File: config.mk
export PLATFORM = sky130hd
export DESIGN_NAME = ssc_downspread_gen
export DESIGN_NICKNAME = d
export VERILOG_FILES = /design/src/rtl/ssc_pkg.sv /design/src/rtl/ssc_tick_gen.sv /design/src/rtl/ssc_depth_map.sv /design/src/rtl/ssc_ramp.sv /design/src/rtl/ssc_downspread_gen.sv
export SDC_FILE = /design/constraint.sdc
export NUM_CORES = 1
export LEC_CHECK = 0
export BUFFER_PORTS_ARGS = -buffer_cell sky130_fd_sc_hd__buf_2
export CAP_MARGIN = 20
export CORE_MARGIN = 3
export CORE_UTILIZATION = 54
export CTS_BUF_LIST = sky130_fd_sc_hd__clkbuf_4
export DETAILED_ROUTE_END_ITERATION = 10
export GPL_TIMING_DRIVEN = 0
export PLACE_DENSITY = 0.78
export SLEW_MARGIN = 20
export SYNTH_ARGS = -nofsm -noshare
export SYNTH_HDL_FRONTEND = slang
export SYNTH_SLANG_ARGS = --single-unit
File: constraint.sdc
create_clock -name clk -period 2.2 [get_ports clk]
set_clock_uncertainty 0.05 [all_clocks]
set_input_delay 0.33 -clock clk [delete_from_list [all_inputs] [get_ports clk]]
set_output_delay 0.33 -clock clk [all_outputs]
set_load 0.01 [all_outputs]
File: src/rtl/ssc_pkg.sv
package ssc_pkg;

  typedef enum logic [1:0] {
    DEPTH_LO   = 2'b00,
    DEPTH_MID  = 2'b01,
    DEPTH_HI   = 2'b10,
    DEPTH_RSVD = 2'b11
  } depth_e;

  typedef enum logic [1:0] {
    RAMP_IDLE = 2'b00,
    RAMP_FALL = 2'b01,
    RAMP_RISE = 2'b10
  } ramp_e;

endpackage

File: src/rtl/ssc_tick_gen.sv
module ssc_tick_gen #(
  parameter int TICK_DIV = 7
) (
  input  logic clk,
  input  logic rst,
  output logic tick
);
  localparam int CNT_W = $clog2(TICK_DIV + 1);
  localparam logic [CNT_W-1:0] LAST = CNT_W'(TICK_DIV - 1);

  logic [CNT_W-1:0] cnt;

  always_ff @(posedge clk) begin
    if (rst) begin
      cnt <= '0;
    end else if (cnt == LAST) begin
      cnt <= '0;
    end else begin
      cnt <= cnt + 1'b1;
    end
  end

  assign tick = (cnt == LAST);
endmodule

File: src/rtl/ssc_depth_map.sv
module ssc_depth_map
  import ssc_pkg::*;
#(
  parameter int OFS_W    = 16,
  parameter int STEP_LO  = 196,
  parameter int STEP_MID = 326,
  parameter int STEP_HI  = 490
) (
  input  depth_e             sel,
  output logic [OFS_W-1:0]   step
);
  always_comb begin
    case (sel)
      DEPTH_LO:  step = OFS_W'(STEP_LO);
      DEPTH_MID: step = OFS_W'(STEP_MID);
      DEPTH_HI:  step = OFS_W'(STEP_HI);
      default:   step = '0;
    endcase
  end
endmodule

File: src/rtl/ssc_ramp.sv
module ssc_ramp
  import ssc_pkg::*;
#(
  parameter int OFS_W      = 16,
  parameter int HALF_STEPS = 32
) (
  input  logic             clk,
  input  logic             rst,
  input  logic             tick,
  input  logic             en,
  input  logic [OFS_W-1:0] step_in,
  output logic [OFS_W-1:0] acc,
  output logic             fall
);
  localparam int HS_W = $clog2(HALF_STEPS + 1);
  localparam logic [HS_W-1:0] LAST_STEP = HS_W'(HALF_STEPS - 1);
  localparam ramp_e FIRST_LEG = (HALF_STEPS == 1) ? RAMP_RISE : RAMP_FALL;

  ramp_e            state;
  logic [OFS_W-1:0] step_q;
  logic [HS_W-1:0]  leg_cnt;
  logic             at_floor;

  // one step above zero: the next downward step lands exactly on zero
  assign at_floor = (acc == step_q);

  always_ff @(posedge clk) begin
    if (rst) begin
      state   <= RAMP_IDLE;
      acc     <= '0;
      step_q  <= '0;
      leg_cnt <= '0;
    end else if (tick) begin
      case (state)
        RAMP_IDLE: begin
          if (en) begin
            step_q  <= step_in;
            acc     <= step_in;
            leg_cnt <= HS_W'(1);
            state   <= FIRST_LEG;
          end
        end
        RAMP_FALL: begin
          if (!en) begin
            acc   <= acc - step_q;
            state <= at_floor ? RAMP_IDLE : RAMP_RISE;
          end else begin
            acc     <= acc + step_q;
            leg_cnt <= leg_cnt + 1'b1;
            if (leg_cnt == LAST_STEP) state <= RAMP_RISE;
          end
        end
        RAMP_RISE: begin
          acc <= acc - step_q;
          if (at_floor) state <= RAMP_IDLE;
        end
        default: state <= RAMP_IDLE;
      endcase
    end
  end

  assign fall = (state == RAMP_FALL);
endmodule

File: src/rtl/ssc_downspread_gen.sv
module ssc_downspread_gen
  import ssc_pkg::*;
#(
  parameter int OFS_W      = 16,
  parameter int HALF_STEPS = 32,
  parameter int TICK_DIV   = 7,
  parameter int STEP_LO    = 196,
  parameter int STEP_MID   = 326,
  parameter int STEP_HI    = 490
) (
  input  logic             clk,
  input  logic             rst,
  input  logic             spread_n,
  input  logic [1:0]       depth_sel,
  input  logic             apic_en,
  output logic [OFS_W-1:0] core_ofs,
  output logic [OFS_W-1:0] apic_ofs,
  output logic             sweep_fall
);
  logic             tick;
  logic [OFS_W-1:0] step_sel;
  logic [OFS_W-1:0] acc;
  logic             fall;

  ssc_tick_gen #(.TICK_DIV(TICK_DIV)) u_tick (
    .clk  (clk),
    .rst  (rst),
    .tick (tick)
  );

  ssc_depth_map #(
    .OFS_W    (OFS_W),
    .STEP_LO  (STEP_LO),
    .STEP_MID (STEP_MID),
    .STEP_HI  (STEP_HI)
  ) u_map (
    .sel  (depth_e'(depth_sel)),
    .step (step_sel)
  );

  ssc_ramp #(
    .OFS_W      (OFS_W),
    .HALF_STEPS (HALF_STEPS)
  ) u_ramp (
    .clk     (clk),
    .rst     (rst),
    .tick    (tick),
    .en      (~spread_n),
    .step_in (step_sel),
    .acc     (acc),
    .fall    (fall)
  );

  always_ff @(posedge clk) begin
    if (rst) begin
      core_ofs   <= '0;
      apic_ofs   <= '0;
      sweep_fall <= 1'b0;
    end else begin
      core_ofs   <= acc;
      apic_ofs   <= apic_en ? acc : '0;
      sweep_fall <= fall;
    end
  end
endmodule

# ---- Word level (Yosys, flattened, before mapping)
# Cells that the tools add are included.
# Widths: inputs -> output; s select.
dict set report classes {
  add_sub_neg 4
  eq_ne 11
  n_mux 13
  bitwise 2
  n_reduce_logical 10
}
# op n
set op_table {}
lappend op_table {{$pmux 16 s3} 1}
lappend op_table {{$mux 16} 2}
lappend op_table {{$pmux 9 s3} 1}
lappend op_table {{$add 16x16->16} 1}
lappend op_table {{$eq 16x16->1} 1}
lappend op_table {{$sub 16x16->16} 1}
lappend op_table {{$mux 6} 2}
lappend op_table {{$pmux 6 s2} 1}
lappend op_table {{$mux 2} 5}
lappend op_table {{$reduce_and 4->1} 2}
lappend op_table {{$add 6x1->6 const B} 1}
lappend op_table {{$eq 6x5->1 const B} 1}
lappend op_table {{$pmux 2 s3} 1}
lappend op_table {{$reduce_and 3->1} 2}
lappend op_table {{$eq 2x1->1 const B} 2}
lappend op_table {{$eq 2x2->1 const B} 2}
lappend op_table {{$logic_not 2->1} 2}
lappend op_table {{$ne 2x2->1 const B} 2}
lappend op_table {{$reduce_or 2->1} 2}
lappend op_table {{$add 3x1->3 const B} 1}
lappend op_table {{$eq 3x3->1 const B} 1}
lappend op_table {{$ne 3x2->1 const B} 1}
lappend op_table {{$reduce_bool 3->1} 1}
lappend op_table {{$ne 2x1->1 const B} 1}
lappend op_table {{other kinds (2)} 3}
dict set report word_totals {
  regBits 76
  input_bits 6
  output_inout_bits 33
  elab_cells 48
}

# ---- Logic depth before layout (Yosys ltp)
dict set report depth {
  word_depth 4
  depth_mapped 10
  depth_no_buf 10
}

# ---- Modules after synthesis
# Synthesis repeated with hierarchy kept, for this count alone.
dict set report hier_totals {
  hier_cells 589
  hier_area_um2 4825.9
}
# mod n_inst cells_per_inst area_each_um2 seq_area_each_um2
set modules_own_cells {}
lappend modules_own_cells {ssc_ramp 1 483 3585.9 800.8}
lappend modules_own_cells {ssc_downspread_gen 1 71 933.4 660.6}
lappend modules_own_cells {ssc_depth_map 1 22 176.4 0.0}
lappend modules_own_cells {ssc_tick_gen 1 13 130.1 60.1}

# ---- Worst setup path after synthesis
# OpenSTA, ideal clock, no wires.
dict set report synth_timing {
  path_kind {register to register}
  from {reg u_ramp.step_q[5]}
  to {reg u_ramp.acc[6]}
  setup_ns 0.131
  t_arrival_ns 2.061
  slack_ns -0.043
  stages_incl_launch_ff 10
  period_less_slack_ns 2.243
  cell_sequence {dfxtp_1 -> inv_1 -> ha_1 -> buf_2 -> nor3b_1 -> o311ai_0 -> nor2b_1 -> a221o_1 -> a311oi_1 -> nor3_1}
}
dict set report synth_via {
  elab_chain_cells 3
}
# element line_no
set synth_lines {}
lappend synth_lines {{start, declared} ssc_ramp.sv:20} ;# logic [OFS_W-1:0] step_q;
lappend synth_lines {{start signal, assigned} ssc_ramp.sv:37} ;# step_q <= step_in;
lappend synth_lines {{$add 16x16->16 or $sub 16x16->16 (tied branches)} {ssc_ramp.sv:48, ssc_ramp.sv:45, ssc_ramp.sv:54}}
lappend synth_lines {{$mux 16} ssc_ramp.sv:44} ;# if (!en) begin
lappend synth_lines {{$pmux 16 s3 *} ssc_ramp.sv:34} ;# case (state)
lappend synth_lines {{end signal, assigned} ssc_ramp.sv:38} ;# acc <= step_in;
lappend synth_lines {{end signal, assigned} ssc_ramp.sv:45} ;# acc <= acc - step_q;
lappend synth_lines {{end signal, assigned} ssc_ramp.sv:48} ;# acc <= acc + step_q;
lappend synth_lines {{end, declared} ssc_ramp.sv:12} ;# output logic [OFS_W-1:0] acc,
# Every way passes the cells marked *; elsewhere a longest branch is shown, timed or not.
# A chain may end at the register's enable or synchronous reset.

# ---- Final worst setup path
dict set report layout_timing {
  from {reg u_ramp.step_q[1]}
  to {reg u_ramp.state[0]}
}
dict set report layout_via {
  elab_chain_cells 3
}
# element line_no
set layout_lines {}
lappend layout_lines {{$eq 16x16->1} ssc_ramp.sv:25} ;# assign at_floor = (acc == step_q);
lappend layout_lines {{$ne 2x1->1 (no line)} --}
lappend layout_lines {{$reduce_and 4->1 (no line)} --}
lappend layout_lines {{end signal, assigned} ssc_ramp.sv:46} ;# state <= at_floor ? RAMP_IDLE : RAMP_RISE;
lappend layout_lines {{end, declared} ssc_ramp.sv:19} ;# ramp_e state;
# Every way passes these cells.

==> results by group <==
Critical path
  – Req. time, crit path: 2.43 ns
  – Startpoint types: flip-flop
  – Slowest cell delay on critical path: 0.40 ns
  – Max FO, Critical Path: 5
  – WP data arrival: roughly 2.4 ns
  – Cells along the critical path: buf_4 > inv_1 > ha_4 > and4b_2 > nand4_1 > a221oi_2 > o21ai_2 > mux2i_1 > nor2_1
  – Worst path slowest cell: dfxtp_4
  – CP endpoint kind: flip-flop
  – Crit Path Class: flip-flop to flip-flop

Route
  – DR DRC count: 0
  – ANT nets after route: 0
  – DR vias: around 3,000
  – Wire length per cell: ~17 microns
  – Initial DRC count: roughly 290
  – Avg Vias per Cell: 6.00
  – Initial DRT Pass Iterations: 5
  – Routed WL: approximately 8.5 mm

Finish
  – Area grow syn2layout: 27.1%
  – Nets@finish: 471
  – Layout cells sized above 1: 31.0%
  – FILL cells: between 300 and 400
  – Number of diodes: 0
  – Utilization after layout: roughly 73%

Power and ir drop
  – Lkg Pwr: 1.78 nW
  – Clock power share: 41.7%
  – Net Sw Power: 0.000507 W
  – Max IR drop VDD: 423 uV
  – P per Cell Area: 514 nW/um^2
  – Combinational Power Share: 5.8%
  – Sw frac: 23.6%
  – Internal power: 0.00164 W
  – Flop pwr share: 52.6%

STA
  – Final period util: 99.7%
  – Normalized max-slew margin: 57.4%
  – RSZ-0062 raised after global routing: true
  – Period minus WS final: ~2.2 ns
  – Slew Limit Fails: 0
  – Worst Max-Slew Pin Slew: 0.639 ns
  – Final Hold Vio Count: 0
  – FMAX: 0.456 GHz
  – Endpoints failing setup: 0
  – Final worst slack: 0.00747 ns

GRT
  – Vias in the first global route: 2,863
  – Largest net degree at the start of global routing: 12
  – Grt total ovfl: 0
  – Initial antenna violation count: 0
  – Gr usage total: 24.0%
  – First-pass GRT wire length: 13.6 mm

Floorplan
  – Cell row count: 27
  – Die ar.: 7060 sq um
  – IO Count: 39
  – Starting Density: about 58%
  – DIE WIDTH: 84.0 microns
  – Die Span Y: between 80 and 90 microns
  – Core Region: 5710 sq um

Flow run
  – Max_cap viols: 0

Place
  – HPWL after detailed placement: 5.72 mm
  – IO Port Bufs: 35
  – Dpl ws: -0.336 ns
  – GPL Wtd Cong: 0.977

Synth
  – Top cells by area, synth: dfxtp_1 (38%), ha_1 (9.9%), nor2_1 (4.6%)
  – Syn Area/Cell: ~8.7 sq um
  – Synth Instances: between 300 and 400
  – Sequential fraction of the synthesis area: around 38%
  – Synth cell count leaders: dfxtp_1 (62), nor2_1 (40), ha_1 (26), inv_1 (22), a21oi_1 (21)
  – Cell area after synthesis: roughly 3300 sq um
  – Primary FF master, synth: dfxtp_1
  – Synth area leader: dfxtp_1
  – Post-synthesis cell type count: 59
  – Share of the synthesized area in the top cell type: a little under two fifths
  – Ys async rst share: 0%
  – Most common cell in the netlist: dfxtp_1
  – Post-synth EDFFs: 0
  – Synthesized flop and latch total: 62
  – Synth warn: 0

CTS
  – Htree depth: 3
  – TritonCTS buffer count: 9
  – Hold Buf Count CTS: 0
  – CTS tree: done
  – Later-pin clock latency in the skew report: 0.42 ns
  – Clock transition at path regs: 0.10 ns
  – Clock Sinks: between 60 and 70
  – Longest Clk Path Bufs: 2
  – Root Buffer: clkbuf_4

Min path
  – Worst min path class: input port to flip-flop

Outcome
  – Status: completed
## registers in the layout, indices dropped and copies added, names as in the netlist
register and cells:
u_ramp.leg_cnt 6, u_tick.cnt 3, apic_ofs 15, u_ramp.acc 15, core_ofs 15, sweep_fall 1
u_ramp.step_q 5, u_ramp.state 2
## repair_timing
item / in CTS / in global routing
endpoints found under the setup margin: 14 / 15
setup buffers: 4 / 12
gates resized for setup: 37 / 59
pin swaps: 7 / 20
## critical path, delay by kind of cell (launching register included)
family                   cells  cell delay [ns]
adder cells (fa/ha/maj)      1             0.29
multiplexers                 1             0.16
flip-flops                   1             0.40
buffers and inverters        2             0.19
AND/OR/NAND/NOR              3             0.49
AO/OA/AOI/OAI                2             0.49
## per-stage QoR
stage	hold slack, ns	total power, W	instance area, sq um	setup TNS (ns)	instances
after floorplan	0.363	0.00123	3290	0	378
after global placement	0.400	0.00126	3550	-2.33	485
after detailed placement	0.400	0.00126	3550	-2.49	485
after CTS	0.0605	0.00215	3880	-0.000272	503
after global routing	0.0593	0.00223	4180	-0.330	514
final	0.0864	0.00215	4180	0	514
## worst paths after layout
check | startpoint | depth (start not counted) | slack (ns) | to
setup / recovery | u_ramp.step_q[1]$_SDFFE_PP0P_ | 9 | 0.007 | u_ramp.state[0]$_SDFFE_PP0P_
hold / removal | apic_en | 2 | 0.09 | apic_ofs[7]$_SDFF_PP0_
setup reg to reg | u_ramp.step_q[1]$_SDFFE_PP0P_ | 9 | 0.007 | u_ramp.state[0]$_SDFFE_PP0P_
hold reg to reg | u_tick.cnt[0]$_SDFF_PP0_ | 1 | 0.40 | u_tick.cnt[0]$_SDFF_PP0_
## cell families (layout without fill, tap and decap cells)
logic type | Yosys count | in the layout | synth area share [%]
mux | 5 | 5 | 1.52
simple gates | 136 | 136 | 21.6
other cells | 1 | 2 | 0.114
flops | 62 | 62 | 37.8
compound gates | 99 | 99 | 21.4
xor+xnor | 6 | 6 | 1.60
fa+ha+maj | 28 | 28 | 11.1
buf+inv | 40 | 104 | 4.91
## power groups by stage
stage / clock (W) / sequential [W] / combinational, W
after detailed placement: 0 / 0.00116 / 0.0000988
final: 0.000894 / 0.00113 / 0.000124
after global placement: 0 / 0.00116 / 0.0000964
after floorplan: 0 / 0.00116 / 0.0000686
after global routing: 0.000968 / 0.00113 / 0.000135
after CTS: 0.000911 / 0.00113 / 0.000107
## layer usage
layer	GRT usage [%]	routed length [microns]
met3	7.11	825
met5	0	0
met2	37.2	3960
met4	13.3	218
met1	29.6	3530
## area by class of cell
| type | count | area, sq um | area share [%] |
|---|---|---|---|
| buffer | 15 | 81.3 | 1.95 |
| sequential | 62 | 1270 | 30.4 |
| timing repair buffer | 51 | 299 | 7.16 |
| clock buffer | 10 | 75.1 | 1.80 |
| multi-input combinational | 276 | 2190 | 52.4 |
| tap | 72 | 90.1 | 2.16 |
| clock inverter | 6 | 86.3 | 2.07 |
| inverter | 22 | 85.1 | 2.04 |
## cell usage in the layout, fill, tap and decap left out, drive strengths merged, types with 3 or more instances in the layout
cell type / count
dfxtp: 62
buf: 56
nor2: 40
ha: 26
inv: 22
a21oi: 21
clkbuf: 20
and2: 18
nand2: 18
nor2b: 18
o21ai: 15
nor3: 12
a211oi: 7
o211ai: 6
or3: 6
a221oi: 6
nand2b: 5
mux2i: 5
nand3: 4
a21o: 4
a22oi: 4
xnor2: 3
a31oi: 3
nand4: 3
xor2: 3
a211o: 3
o311ai: 3
o2111ai: 3
o221a: 3
clkinv: 3
No activity file was read; power rests on OpenSTA's default activity.
